[src/rtl/approx_mult_pkg.sv]
package approx_mult_pkg;

  // Index of the first node of tree level lvl in a flat node array whose
  // leaves (level 0) occupy indices 0 .. nLeaves-1.
  function automatic int levelBase(input int nLeaves, input int lvl);
    return 2 * nLeaves - ((2 * nLeaves) >> lvl);
  endfunction

  // True when product bit pos lies inside the recovery window.
  function automatic bit inWindow(input int prodW, input int recovK, input int pos);
    return (pos <= prodW - 2) && (pos >= prodW - 1 - recovK);
  endfunction

endpackage

[src/rtl/approx_pp_gen.sv]
module approx_pp_gen #(
  parameter int OP_W   = 8,
  parameter int PROD_W = 2 * OP_W
) (
  input  logic [OP_W-1:0]              opA,
  input  logic [OP_W-1:0]              opB,
  output logic [OP_W-1:0][PROD_W-1:0]  ppRows
);

  // one gated, shifted copy of opA per bit of opB
  for (genvar j = 0; j < OP_W; j++) begin : g_row
    logic [PROD_W-1:0] rowExt;
    assign rowExt    = {{(PROD_W-OP_W){1'b0}}, opA & {OP_W{opB[j]}}};
    assign ppRows[j] = rowExt << j;
  end

endmodule

[src/rtl/approx_add_row.sv]
module approx_add_row #(
  parameter int W = 16
) (
  input  logic [W-1:0] addA,
  input  logic [W-1:0] addB,
  output logic [W-1:0] sumOut,
  output logic [W-1:0] errOut
);

  logic [W-1:0] propVec;
  logic [W-1:0] genVec;
  logic [W-1:0] genUp;

  // a generate only reaches the next bit; the collision is reported
  assign propVec = addA ^ addB;
  assign genVec  = addA & addB;
  assign genUp   = {genVec[W-2:0], 1'b0};
  assign sumOut  = propVec | genUp;
  assign errOut  = propVec & genUp;

  always_comb begin
    AST_SPLIT_EXACT: assert (({1'b0, sumOut} + {1'b0, errOut}) == ({1'b0, addA} + {1'b0, addB}));
    AST_ERR_UNDER_SUM: assert ((errOut & ~sumOut) == '0);
  end

endmodule

[src/rtl/approx_tree.sv]
module approx_tree
  import approx_mult_pkg::*;
#(
  parameter int OP_W     = 8,
  parameter int PROD_W   = 2 * OP_W,
  parameter int N_ADDERS = OP_W - 1
) (
  input  logic [OP_W-1:0][PROD_W-1:0]     ppRows,
  output logic [PROD_W-1:0]               treeSum,
  output logic [N_ADDERS-1:0][PROD_W-1:0] errVecs
);

  localparam int LEVELS = $clog2(OP_W);
  localparam int NODES  = 2 * OP_W - 1;

  if ((1 << LEVELS) != OP_W || OP_W < 2) begin : g_bad_width
    $error("approx_tree: OP_W must be a power of two, at least 2");
  end

  logic [PROD_W-1:0] nodeVal [NODES];

  for (genvar j = 0; j < OP_W; j++) begin : g_leaf
    assign nodeVal[j] = ppRows[j];
  end

  // level lv node ix sums nodes 2*ix and 2*ix+1 of level lv-1
  for (genvar lv = 1; lv <= LEVELS; lv++) begin : g_lvl
    for (genvar ix = 0; ix < (OP_W >> lv); ix++) begin : g_node
      localparam int SRC = levelBase(OP_W, lv - 1) + 2 * ix;
      localparam int DST = levelBase(OP_W, lv) + ix;
      approx_add_row #(.W(PROD_W)) u_add (
        .addA   (nodeVal[SRC]),
        .addB   (nodeVal[SRC+1]),
        .sumOut (nodeVal[DST]),
        .errOut (errVecs[DST-OP_W])
      );
    end
  end

  assign treeSum = nodeVal[NODES-1];

endmodule

[src/rtl/error_recover.sv]
module error_recover
  import approx_mult_pkg::*;
#(
  parameter int PROD_W   = 16,
  parameter int N_ADDERS = 7,
  parameter int RECOV_K  = 4
) (
  input  logic [PROD_W-1:0]               treeSum,
  input  logic [N_ADDERS-1:0][PROD_W-1:0] errVecs,
  output logic [PROD_W-1:0]               product
);

  if (RECOV_K < 0 || RECOV_K > PROD_W - 1) begin : g_bad_k
    $error("error_recover: RECOV_K out of range");
  end

  logic [PROD_W-1:0] winMask;
  logic [PROD_W-1:0] orAll;
  logic [PROD_W-1:0] mergedErr;
  logic              carryOut;

  // window mask computed per bit from the parameters
  for (genvar p = 0; p < PROD_W; p++) begin : g_mask
    assign winMask[p] = inWindow(PROD_W, RECOV_K, p);
  end

  // bitwise OR stands in for a full error sum
  always_comb begin
    orAll = '0;
    for (int n = 0; n < N_ADDERS; n++) begin
      orAll = orAll | errVecs[n];
    end
  end

  assign mergedErr = orAll & winMask;

  // single exact addition after the tree
  assign {carryOut, product} = {1'b0, treeSum} + {1'b0, mergedErr};

  always_comb begin
    AST_NO_OVERFLOW: assert (carryOut == 1'b0);
    if (RECOV_K == 0) begin
      AST_RAW_WHEN_K0: assert (product == treeSum);
    end
  end

endmodule

[src/rtl/approx_mult_recover.sv]
module approx_mult_recover #(
  parameter int OP_W    = 8,
  parameter int RECOV_K = 4
) (
  input  logic [OP_W-1:0]   opA,
  input  logic [OP_W-1:0]   opB,
  output logic [2*OP_W-1:0] product
);

  localparam int PROD_W   = 2 * OP_W;
  localparam int N_ADDERS = OP_W - 1;

  logic [OP_W-1:0][PROD_W-1:0]     ppRows;
  logic [PROD_W-1:0]               treeSum;
  logic [N_ADDERS-1:0][PROD_W-1:0] errVecs;

  approx_pp_gen #(.OP_W(OP_W), .PROD_W(PROD_W)) u_pp (
    .opA    (opA),
    .opB    (opB),
    .ppRows (ppRows)
  );

  approx_tree #(.OP_W(OP_W), .PROD_W(PROD_W), .N_ADDERS(N_ADDERS)) u_tree (
    .ppRows  (ppRows),
    .treeSum (treeSum),
    .errVecs (errVecs)
  );

  error_recover #(.PROD_W(PROD_W), .N_ADDERS(N_ADDERS), .RECOV_K(RECOV_K)) u_rec (
    .treeSum (treeSum),
    .errVecs (errVecs),
    .product (product)
  );

  logic [PROD_W-1:0] exactProd;
  assign exactProd = PROD_W'(opA) * PROD_W'(opB);

  always_comb begin
    AST_BOUNDED: assert (product <= exactProd);
    AST_ZERO_IN: assert (!(opA == '0 || opB == '0) || product == '0);
  end

endmodule

[config.mk]
export PLATFORM = sky130hd
export DESIGN_NAME = approx_mult_recover
export DESIGN_NICKNAME = d
export VERILOG_FILES = /design/src/rtl/approx_mult_pkg.sv /design/src/rtl/approx_pp_gen.sv /design/src/rtl/approx_add_row.sv /design/src/rtl/approx_tree.sv /design/src/rtl/error_recover.sv /design/src/rtl/approx_mult_recover.sv
export SDC_FILE = /design/constraint.sdc
export NUM_CORES = 1
export LEC_CHECK = 0
export ABC_AREA = 1
export BUFFER_PORTS_ARGS = -buffer_cell sky130_fd_sc_hd__buf_2
export CAP_MARGIN = 20
export CORE_MARGIN = 10
export CORE_UTILIZATION = 55
export DETAILED_ROUTE_END_ITERATION = 7
export PLACE_DENSITY = 0.79
export SYNTH_ARGS = -nofsm -noshare
export SYNTH_HDL_FRONTEND = slang
export SYNTH_SLANG_ARGS = --single-unit
[constraint.sdc]
create_clock -name vclk -period 7.3
set_input_delay 2.19 -clock vclk [all_inputs]
set_output_delay 2.19 -clock vclk [all_outputs]
set_load 0.02 [all_outputs]
==> metrics.md <==
| Metric | Value |
|---|---|
| Detailed Route WL | `3260 µm` |
| Syn_area_per_cell | `6.14 µm²` |
| Pwr per Cell Area | `101 nW/µm²` |
| Full die area | `5610 µm²` |
| Met1 wire length | `1440 µm` |
| Min-Delay Path Class | `primary input to primary output` |
| Yosys warning count | `0` |
| Cell variety after synth | `17` |
| First-pass GRT wire length | `5650 µm` |
| Post-route antenna net violation count | `0` |
| Fin. Hold Viols | `0` |
| Part of the cycle the worst path needs | `98.2%` |
| PortBufs | `32` |
| Vias in the first global route | `1406` |
| Worst-margin pin slew | `0.198 ns` |
| Max Used Layer | `met4` |
| Core ar. | `2830 µm²` |
| Largest net degree at the start of global routing | `10` |
| Worst vdd ir | `89.4 µV` |
| Placer Congestion | `0.822` |
| Post-DP HPWL | `3030 µm` |
| Syn Nets | `340` |
| Sequential element share of the synthesized area | `0%` |
| Critical path data arrival time | `4.98 ns` |
| Final Core Density | `63.5%` |
| Endpoint, Worst Hold | `product[0]` |
| Reg area | `0 µm²` |
| Nets@finish | `361` |
| Drt drc | `0` |
| Standard-cell rows | `19` |
| Slew HR | `86.7%` |
| WS Path Type | `primary input to primary output` |
| Slew Limit Fails | `0` |
| Via Count | `1534` |
| Gate Count Post-Synth | `270` |
| Initial Util | `58.6%` |
| DIE WIDTH | `74.9 µm` |
| Count of final setup violators | `0` |
| Clock period minus worst slack | `7.17 ns` |
| Req. time, crit path | `5.11 ns` |
| Seq Cell Count | `0` |
| Max_cap viols | `0` |
| Total GRT Usage | `11.9%` |
| Antenna violations before repair | `0` |
| Hold Crit Start | `opB[0]` |
| Met2 WL | `1620 µm` |
| WHS Path Cells | `4` |
| IO Pins | `32` |
| Ant. Diodes | `0` |
| Routed vias/inst | `4.79` |
| CP Max Fanout | `8` |
| Drt first pass iters | `4` |
| Status | `finished, final reports clean` |
| Layout area overhead | `8.30%` |
| Synthesized cell area | `1660 µm²` |
| GRT Residual Overflow | `0` |
| Routed wl met3 | `139 µm` |
| # hold bufs at CTS | `0` |
| Clkbuf count | `0` |
| Wirelength per Cell | `10.2 µm` |
| Leak pwr | `1.49 nW` |
| Critical Path End Type | `primary output` |
| Startpoint types | `primary input` |
| Hold WS | `4.76 ns` |
| F_max | `139 MHz` |
| Drt first-iter violations | `55` |
| Die Y | `74.9 µm` |
| Share of cells above drive strength 1 | `26.0%` |
[per-stage QoR]
step	instance area [µm²]	power [mW]	cells	TNS, ns	setup WS [ns]
global placement	1790	0.179	320	0	0.116
CTS	1790	0.184	320	0	0.0531
floorplan	1660	0.137	270	0	0.245
finish	1800	0.181	320	0	0.131
global route	1800	0.209	320	-0.00304	-0.00304
detailed placement	1790	0.183	320	0	0.0381
[synthesized netlist by cell type (all sizes together)]
cell type / n / share of area [%]
a21o: 3 / 1.4
or2: 38 / 14
nor2: 3 / 0.68
a21oi: 3 / 0.90
fa: 1 / 1.2
o21ai: 2 / 0.60
nand4: 1 / 0.38
xnor2: 1 / 0.53
or3: 2 / 0.75
buf: 16 / 5.4
nand2: 73 / 17
inv: 69 / 16
nand3: 5 / 1.8
ha: 53 / 40
[critical path: stages]
cell     delay, ns
buf_2         0.15
nand2_1       0.08
inv_1         0.04
ha_1          0.28
or2_2         0.30
ha_1          0.28
or2_2         0.30
ha_1          0.20
or3_1         0.31
ha_2          0.19
inv_1         0.06
fa_1          0.40
inv_1         0.06
buf_4         0.13
[repair_timing]
item,CTS,global route
setup buffers,0,0
setup endpoints to repair,0,1
resized for setup,0,2
[cell type report]
class / count / area (µm²)
multi-input cells: 185 / 1310
inverters: 69 / 259
fillers: 271 / 1030
well taps: 31 / 38.8
repair buffers: 35 / 185
[placed cells by master, fill, tap and decap left out, types with 2 or more instances in the layout]
cell type | synthesis | layout
nor2_1 | 3 | 3
a21o_1 | 3 | 3
or2_2 | 38 | 38
nand2_1 | 73 | 73
nand3_1 | 4 | 4
a21oi_1 | 3 | 3
buf_4 | 1 | 4
buf_2 | 14 | 31
inv_1 | 69 | 69
or3_1 | 2 | 2
o21ai_0 | 2 | 2
ha_1 | 53 | 52
[report_power, final]
part / total (mW) / switching (mW) / internal (mW)
Combinational: 0.181 / 0.103 / 0.0784
Sequential: 0 / 0 / 0
Clock: 0 / 0 / 0
[layer usage]
metal	vias to the layer above	track usage [%]
li1	835	-
met1	669	13.6
met2	26	23.2
met3	4	1.31
met4	0	1.89
met5	-	0
[worst max path at each step]
stage	start	end
after detailed placement	opA[3]	product[12]
after global placement	opA[3]	product[12]
final	opA[3]	product[12]
after global routing	opA[3]	product[12]
after floorplan	opA[3]	product[12]
after CTS	opA[3]	product[12]
[cell families after synthesis]
| group | synth area share, % |
|---|---|
| simple gates | 34.5 |
| xor+xnor | 0.528 |
| compound gates | 2.87 |
| fa+ha+maj | 41.2 |
| buf+inv | 21.0 |
No activity file was read; power rests on OpenSTA's default activity.
